==> config.mk <==
export PLATFORM = sky130hd
export DESIGN_NAME = kscan_top
export DESIGN_NICKNAME = d
export VERILOG_FILES = /design/src/rtl/kscan_pkg.sv /design/src/rtl/kscan_sync.sv /design/src/rtl/kscan_tick.sv /design/src/rtl/kscan_capture.sv /design/src/rtl/kscan_top.sv
export SDC_FILE = /design/constraint.sdc
export NUM_CORES = 1
export LEC_CHECK = 0
export ABC_CLOCK_PERIOD_IN_PS = 4200
export BUFFER_PORTS_ARGS = -buffer_cell sky130_fd_sc_hd__clkbuf_2
export CAP_MARGIN = 20
export CORE_UTILIZATION = 56
export CTS_CLUSTER_DIAMETER = 150
export CTS_CLUSTER_SIZE = 20
export DETAILED_ROUTE_END_ITERATION = 16
export PLACE_DENSITY = 0.76
export SLEW_MARGIN = 20
export SYNTH_ARGS = -nofsm -noshare
export SYNTH_HDL_FRONTEND = slang
export SYNTH_SLANG_ARGS = --single-unit
==> constraint.sdc <==
create_clock -name clk -period 4.2 [get_ports clk]
set_clock_uncertainty 0.2 [all_clocks]
set_input_delay 0.21 -clock clk [delete_from_list [all_inputs] [get_ports clk]]
set_output_delay 0.21 -clock clk [all_outputs]
set_load 0.01 [all_outputs]
==> src/rtl/kscan_pkg.sv <==
`timescale 1ns/1ps
package kscan_pkg;
  typedef enum logic [1:0] {
    KS_IDLE = 2'd0,
    KS_SCAN = 2'd1,
    KS_WAIT = 2'd2
  } ks_state_e;
endpackage

==> src/rtl/kscan_sync.sv <==
`timescale 1ns/1ps
// Two-stage synchronizer for the sense lines.
module kscan_sync #(
  parameter int W = 5
) (
  input  logic         clk,
  input  logic         rst_n,
  input  logic [W-1:0] d,
  output logic [W-1:0] q
);
  logic [W-1:0] meta;
  always_ff @(posedge clk or negedge rst_n) begin
    if (!rst_n) begin
      meta <= '0;
      q    <= '0;
    end else begin
      meta <= d;
      q    <= meta;
    end
  end
endmodule

==> src/rtl/kscan_tick.sv <==
`timescale 1ns/1ps
// Divides the clock down to the scan time unit T.
module kscan_tick #(
  parameter int DIV = 1
) (
  input  logic clk,
  input  logic rst_n,
  output logic tick
);
  localparam int CW = (DIV > 1) ? $clog2(DIV) : 1;
  logic [CW-1:0] cnt;
  assign tick = (cnt == CW'(DIV - 1));
  always_ff @(posedge clk or negedge rst_n) begin
    if (!rst_n)    cnt <= '0;
    else if (tick) cnt <= '0;
    else           cnt <= cnt + CW'(1);
  end
endmodule

==> src/rtl/kscan_capture.sv <==
`timescale 1ns/1ps
// Holds the two passes of a round; each slot end writes one row.
module kscan_capture #(
  parameter int N_DRV = 6,
  parameter int N_SNS = 5,
  localparam int NK   = N_DRV * N_SNS,
  localparam int SW   = $clog2(N_DRV)
) (
  input  logic             clk,
  input  logic             rst_n,
  input  logic             smp,
  input  logic             pass_sel,
  input  logic [SW-1:0]    slot,
  input  logic [N_SNS-1:0] sense,
  input  logic [N_DRV-1:0] act,
  output logic [NK-1:0]    pass_a,
  output logic [NK-1:0]    pass_b
);
  always_ff @(posedge clk or negedge rst_n) begin
    if (!rst_n) begin
      pass_a <= '0;
      pass_b <= '0;
    end else if (smp) begin
      for (int k = 0; k < N_DRV; k++) begin
        if (slot == SW'(k)) begin
          if (pass_sel) pass_b[k*N_SNS +: N_SNS] <= sense & {N_SNS{act[k]}};
          else          pass_a[k*N_SNS +: N_SNS] <= sense & {N_SNS{act[k]}};
        end
      end
    end
  end
endmodule

==> src/rtl/kscan_top.sv <==
`timescale 1ns/1ps
module kscan_top
  import kscan_pkg::*;
#(
  parameter int N_DRV    = 6,
  parameter int N_SNS    = 5,
  parameter int SLOT_T   = 64,
  parameter int GAP_T    = 32,
  parameter int TICK_DIV = 1,
  localparam int NK      = N_DRV * N_SNS
) (
  input  logic             clk,
  input  logic             rst_n,
  input  logic [N_SNS-1:0] key_in,
  input  logic [1:0]       sleep_sel,
  input  logic [1:0]       line_mode,
  input  logic             cs_busy,
  input  logic             rd_done,
  output logic [N_DRV-1:0] drive_out,
  output logic [NK-1:0]    key_bits,
  output logic             sleep_ack,
  output logic             req_n
);
  localparam int SCAN_T  = N_DRV * SLOT_T;
  localparam int ROUND_T = 2 * SCAN_T + GAP_T;
  localparam int TW      = $clog2(ROUND_T);
  localparam int SW      = $clog2(N_DRV);

  ks_state_e        state;
  logic [TW-1:0]    tcnt;
  logic [TW-1:0]    pos;
  logic [SW-1:0]    slot;
  logic             tick, in_scan, slot_end, smp, pass_sel;
  logic             req_q, slp_cap, scan_on;
  logic [N_SNS-1:0] sense_s;
  logic [N_DRV-1:0] line_en, sleep_en, act, oh;
  logic [NK-1:0]    pass_a, pass_b;

  kscan_sync #(.W(N_SNS)) u_sync (.clk(clk), .rst_n(rst_n), .d(key_in), .q(sense_s));
  kscan_tick #(.DIV(TICK_DIV)) u_tick (.clk(clk), .rst_n(rst_n), .tick(tick));

  // Line ownership and rest pattern
  always_comb begin
    line_en = '1;
    if (line_mode[1])      line_en[1:0] = 2'b00;
    else if (line_mode[0]) line_en[0]   = 1'b0;
  end

  always_comb begin
    int hi;
    case (sleep_sel)
      2'd1:    hi = 1;
      2'd2:    hi = 2;
      2'd3:    hi = N_DRV - 1;
      default: hi = N_DRV;
    endcase
    for (int k = 0; k < N_DRV; k++) sleep_en[k] = (k >= N_DRV - hi);
  end

  assign act = line_en & sleep_en;

  // Position inside the round
  assign scan_on  = (state == KS_SCAN);
  assign in_scan  = scan_on && (tcnt < TW'(2 * SCAN_T));
  assign pass_sel = (tcnt >= TW'(SCAN_T));
  assign pos      = pass_sel ? (tcnt - TW'(SCAN_T)) : tcnt;
  assign slot     = SW'(pos / TW'(SLOT_T));
  assign slot_end = ((pos % TW'(SLOT_T)) == TW'(SLOT_T - 1));
  assign smp      = tick && in_scan && slot_end;

  always_comb begin
    for (int k = 0; k < N_DRV; k++) oh[k] = (slot == SW'(k));
    if (scan_on) drive_out = in_scan ? (oh & act) : '0;
    else         drive_out = act;
  end

  kscan_capture #(.N_DRV(N_DRV), .N_SNS(N_SNS)) u_cap (
    .clk(clk), .rst_n(rst_n), .smp(smp), .pass_sel(pass_sel), .slot(slot),
    .sense(sense_s), .act(act), .pass_a(pass_a), .pass_b(pass_b)
  );

  // Round sequencing and request
  always_ff @(posedge clk or negedge rst_n) begin
    if (!rst_n) begin
      state     <= KS_IDLE;
      tcnt      <= '0;
      key_bits  <= '0;
      req_q     <= 1'b0;
      sleep_ack <= 1'b0;
      slp_cap   <= 1'b0;
    end else begin
      case (state)
        KS_IDLE: begin
          if (|sense_s) begin
            state   <= KS_SCAN;
            tcnt    <= '0;
            slp_cap <= |sleep_sel;
          end
        end
        KS_SCAN: begin
          if (tick) begin
            if (tcnt == TW'(ROUND_T - 1)) begin
              tcnt <= '0;
              if (pass_a == pass_b) begin
                if (|pass_a) begin
                  key_bits  <= pass_a;
                  sleep_ack <= slp_cap;
                  req_q     <= 1'b1;
                  state     <= KS_WAIT;
                end else begin
                  state <= KS_IDLE;
                end
              end else begin
                slp_cap <= |sleep_sel;
              end
            end else begin
              tcnt <= tcnt + TW'(1);
            end
          end
        end
        KS_WAIT: begin
          if (rd_done) begin
            req_q   <= 1'b0;
            state   <= KS_SCAN;
            tcnt    <= '0;
            slp_cap <= |sleep_sel;
          end
        end
        default: state <= KS_IDLE;
      endcase
    end
  end

  assign req_n = ~(req_q & ~cs_busy);
endmodule

==> results_dict.tcl, run 1 <==
set metrics [dict create \
    synth_area_um2 5250 \
    num_rows 34 \
    syn_to_final_growth_pct 19.8 \
    cts_max_level 4 \
    setup_viol 0 \
    required_ns 3.79 \
    num_vias 3810 \
    drc 0 \
    min_to "u_sync.meta[0]" \
    wire_per_inst_um 19.3 \
    synth_cells 463 \
    finalSetupTns_ns 0 \
    grt_pass1_wl_um 20700 \
    crit_path_start_kind "flip-flop" \
    cp-end-kind "output port" \
    cts.sinks 115 \
    antenna_found_initial 0 \
    yosysWarnings 0 \
    rr_endpoint "u_cap.pass_b[10]" \
    tightest_slew_ns 1.01 \
    yosysTopAreaCell "dfrtp_1" \
    ys_seq_elements 115 \
    clock_path_buffers 2 \
    reg2reg_slack_ns 0.81 \
    grt-ovfl-total 0 \
    finish.utilization_pct 70.7 \
    die_area_um2 9760 \
    yosys-top-cells-count "115 x dfrtp_1, 57 x nand2_1, 48 x mux2_2" \
    async_flop_share_pct 100 \
    io_pins 51 \
    powerDensity_nw_per_um2 448 \
    yosysMostFrequentCell "dfrtp_1" \
    status "completed" \
    power_leakage_nw 3.00 \
    clk_pin_slew_ns 0.06 \
    clock-root-buffer "clkbuf_8" \
    core_area_um2 8890 \
    grt_use_total_pct 28.7 \
    clk_latency_ns 0.53 \
    grt_pass1_vias 3928 \
    finalCritPeriodShare_pct 86.4 \
    routed_wl_um 12600 \
    arrival_ns 3.22 \
    critPathLaunch "tcnt[7]" \
    drv_slew 0 \
    hold_path.class "primary input to flip-flop" \
    worstSetupPathType "flip-flop to output port" \
    routed_via_density 5.85 \
    diodes 0 \
    rsz0062_at_grt "no" \
    layout.nets 549 \
    cts_inserted_buffers 17 \
    drtPass1Iterations 5 \
    fmax_ghz 0.276 \
    period_needed_ns 3.63 \
    port_buffers 50 \
    path_max_fanout 14 \
    synth_edf_count 0 \
    vdd_ir_drop_max_mv 0.501 \
    cts_tree "done" \
    seq_area_frac_synth_pct 54.8 \
    n_fill_cell 648 \
    avgSynthCellArea_um2 11.3 \
    initial_core_util_pct 59.0 \
    gp_congestion 0.871 \
    detail-route-antenna-nets 0 \
    hold_viol 0 \
    hold_start "key_in[0]" \
    die_y_um 98.8 \
    rr_worst_depth 6 \
    maxSlewHeadroom_pct 31.9 \
    synthFlopType "dfrtp_1" \
    synth_top_cell_area_share_pct 54.8 \
    synthTopCellsByArea "dfrtp_1 55%, mux2_2 10%, xor2_1 5.2%, nand2_1 4.1%, o21ai_0 3.5%" \
    grt_max_degree 43 \
    die_x_um 98.8 \
    syn_nets 481 \
    r2r-start "tcnt[7]" \
    drtIter0Drc 233 \
    ys_types 46 \
    dp.final_hpwl_um 8570 \
    min_path_cells 2 \
    maxCapViolations 0 \
    drive_gt1_share_pct 24.9 \
]
[cell usage in the layout (no fill, tap or decap), drive strengths merged, types with 2 or more instances in the layout]
master         n
a21oi          5
nor3           9
clkinv         3
dlygate4sd3   13
xor2          31
inv            6
mux2          53
nand2b        15
clkinvlp       3
nor3b          5
mux2i          3
bufinv         4
ha             5
xnor2          3
and4           2
or4            9
o31ai          2
a2111oi        2
o21ai         48
buf            5
dfrtp        115
clkbuf        70
nand3          7
and2           5
a221oi         3
nor4          17
nand4         10
or3            3
nand2         57
nor2b          6
or2            2
nor2          13
[per-layer routing]
layer | global-route usage, % | part of all wire [%] | vias to the layer above
met5 | 0 | 0 | -
met4 | 11.1 | 1.8 | 0
met3 | 6.95 | 4.9 | 24
met2 | 44.1 | 48 | 116
met1 | 39.7 | 45 | 1885
li1 | - | - | 1785
[where the power goes]
part           internal, W  leakage [nW]  switching [W]
sequential         0.00114          1.36      0.0000552
combinational    0.0000642          1.35      0.0000861
clock             0.000971         0.284       0.000497
total              0.00218          3.00       0.000638
[worst max-delay path: stages (launching register included)]
cell	delay, ns
dfrtp_1	0.59
ha_1	0.24
nor4b_1	0.35
a221o_1	0.49
mux2_2	0.38
a221oi_1	0.40
nor3_1	0.09
clkbuf_2	0.15
[through the flow]
| step | cells | hold WS (ns) | setup WS, ns | instance area [um2] | total power (W) |
|---|---|---|---|---|---|
| floorplan | 463 | -0.286 | 1.76 | 5250 | 0.00129 |
| finish | 651 | 0.136 | 0.571 | 6290 | 0.00282 |
| CTS | 651 | 0.116 | 0.611 | 6290 | 0.00283 |
| detailed placement | 607 | -0.00291 | 0.941 | 5560 | 0.00135 |
| global route | 651 | 0.127 | 0.349 | 6290 | 0.00291 |
| global placement | 607 | -0.000512 | 0.954 | 5560 | 0.00135 |
[how the worst max path moves through the flow]
| stage | endpoint | slack [ns] |
|---|---|---|
| floorplan | key_bits[10] | 1.76 |
| detailed placement | u_cap.pass_b[12] | 0.94 |
| global placement | u_cap.pass_b[10] | 0.95 |
| CTS | drive_out[2] | 0.61 |
| finish | drive_out[2] | 0.57 |
| global route | drive_out[3] | 0.35 |
[state kept, by name, summed over array words and instances (netlist names)]
name	cells
key_bits	30
u_sync.q	5
sleep_ack	1
tcnt	10
u_cap.pass_a	30
u_cap.pass_b	30
slp_cap	1
u_sync.meta	5
state	2
req_q	1
[cells by family after synthesis]
group,count (synthesis),synth area share (%)
compound gates,65,6.96
xor+xnor,34,5.67
fa+ha+maj,5,1.19
buf+inv,24,2.41
flops,115,54.8
mux,56,11.9
simple gates,164,17.0
[timing repair]
action / 4_1_cts / 5_1_grt
hold endpoints to repair: 51 / 0
resized for setup: 0 / 0
hold buffers: 13 / 0
buffers inserted: 0 / 0
[cell type report]
cell class / count / area (um2) / area share, %
Multi-Input combinational cell: 324 / 2240 / 35.7
Inverter: 6 / 22.5 / 0.358
Clock buffer: 21 / 439 / 6.98
Timing Repair Buffer: 67 / 413 / 6.57
Clock inverter: 10 / 158 / 2.51
Tap cell: 108 / 135 / 2.15
Sequential cell: 115 / 2880 / 45.8
No activity file was read; power rests on OpenSTA's default activity.
==> inputs of run 2 (changes only) <==
- ABC_CLOCK_PERIOD_IN_PS: 4200 -> 4520
- clock period: 4.2 -> 4.52 ns (I/O delays scaled with it)
==> run 2 against run 1 <==
Effect of this change:
- power fell by 10%
- setup slack improved by 0.29 ns
- clock power fell by 12%
- sequential power fell by 7%
- critical endpoint is now drive_out[3]
- largest power group unchanged
- highest routed layer unchanged
==> results_dict.tcl, run 2 (synthesized netlist as in run 1, its figures left out) <==
set metrics [dict create \
    final_cell_mix "115 x dfrtp_1, 57 x nand2_1, 49 x clkbuf_2, 48 x mux2_2, 37 x o21ai_0" \
    placed_area_um2 5550 \
    worstSetupPathType "flip-flop to output port" \
    finalCritPeriodShare_pct 80.9 \
    cts.repair.resized 0 \
    detail-route-antenna-nets 0 \
    wl_met3_um 701 \
    cts_tree "done" \
    fmax_ghz 0.274 \
    wire_per_inst_um 18.7 \
    tightest_slew_ns 0.874 \
    cp-end-kind "output port" \
    diodes 0 \
    clk_latency_ns 0.52 \
    num_rows 34 \
    cts_max_level 4 \
    slowest_delay_ns 0.58 \
    finish.utilization_pct 70.0 \
    io_pins 51 \
    cts.sinks 115 \
    die_x_um 98.8 \
    powerDensity_nw_per_um2 407 \
    final_area_um2 6230 \
    grt_pass1_vias 3926 \
    arrival_ns 3.23 \
    cp_slowest_cell "dfrtp_1" \
    syn_to_final_growth_pct 18.6 \
    maxCapViolations 0 \
    maxSlewHeadroom_pct 41.6 \
    grt_use_total_pct 27.5 \
    dp.final_hpwl_um 8230 \
    path_max_fanout 14 \
    die_y_um 98.8 \
    drv_slew 0 \
    layout.nets 544 \
    routed_wl_um 12100 \
    drt-met1-wl_um 5350 \
    antenna_found_initial 0 \
    clock_path_buffers 2 \
    initial_core_util_pct 59.0 \
    hold_viol 0 \
    crit_path_start_kind "flip-flop" \
    dpl_worst_slack_ns 1.44 \
    cts_inserted_buffers 17 \
    finalWorstSetupSlack_ns 0.866 \
    met2_length_um 5790 \
    vdd_ir_drop_max_mv 0.237 \
    cp_cell_sequence "ha_1 > nor4b_1 > a221o_1 > mux2_2 > a221oi_1 > nor3_1 > clkbuf_2" \
    setup_viol 0 \
    power_leakage_nw 2.97 \
    routed_via_density 5.91 \
    grt_max_degree 82 \
    routed.top_layer "met4" \
    top_regs "key_bits: 30 flops, u_cap.pass_a: 30 flops, u_cap.pass_b: 30 flops" \
    grt_pass1_wl_um 20400 \
    rsz0062_at_grt "no" \
    status "completed" \
    core_area_um2 8890 \
    hold_path.class "primary input to flip-flop" \
    finalSetupTns_ns 0 \
    die_area_um2 9760 \
    clock-root-buffer "clkbuf_8" \
    grt-ovfl-total 0 \
    required_ns 4.09 \
    final_common_cell "dfrtp_1" \
    period_needed_ns 3.65 \
    port_buffers 50 \
    drc 0 \
    drtPass1Iterations 4 \
    clk_pin_slew_ns 0.05 \
    gp_congestion 0.900 \
    drive_gt1_share_pct 25.4 \
    num_vias 3823 \
    drtIter0Drc 307 \
]
## run 2: where the power goes
group          switching [W]  internal (W)  total (W)
clock               0.000477      0.000810    0.00129
combinational      0.0000802     0.0000574   0.000138
sequential         0.0000486       0.00106    0.00111
## run 2: worst paths after layout
check / start / end / slack (ns) / cells past startpoint
max in group asynchronous: rst_n / u_cap.pass_b[15] / 3.03 / 3
worst min-delay path: line_mode[1] / u_cap.pass_a[5] / 0.06 / 3
worst min register to register: u_sync.meta[1] / u_sync.q[1] / 0.15 / 0
worst max register to register: tcnt[7] / u_cap.pass_b[14] / 1.38 / 6
min in group asynchronous: rst_n / key_bits[26] / 0.12 / 2
worst max-delay path: tcnt[7] / drive_out[3] / 0.87 / 7
## run 2: area by class of cell
type,count,area (um2)
Inverter,6,22.5
Clock buffer,19,442
Tap cell,108,135
Fill cell,604,2670
Timing Repair Buffer,62,372
Clock inverter,13,134
Sequential cell,115,2880
Multi-Input combinational cell,324,2240
## run 2: critical path, delay by kind of cell (launching register included)
family          cells  cell delay [ns]
compound gates      2             0.88
flops               1             0.58
simple gates        2             0.47
mux                 1             0.39
fa+ha+maj           1             0.24
buf+inv             1             0.16
## run 2: per-stage QoR
stage / std cells / hold WS (ns) / total power (W)
CTS: 647 / 0.0319 / 0.00254
detailed placement: 605 / 0.135 / 0.00126
global placement: 605 / 0.133 / 0.00125
finish: 647 / 0.0578 / 0.00253
global route: 647 / 0.0784 / 0.00261
floorplan: 463 / -0.270 / 0.00120
## run 2: metal layers
metal | up-vias | global-route usage, %
met1 | 1907 | 37.4
met4 | 0 | 12.1
met2 | 117 | 42.9
met5 | - | 0
met3 | 21 | 5.67
li1 | 1778 | -
## run 2: what timing repair did
action | 4_1_cts | 5_1_grt
hold buffers | 10 | 0
buffers inserted | 0 | 0
hold endpoints to repair | 97 | 0
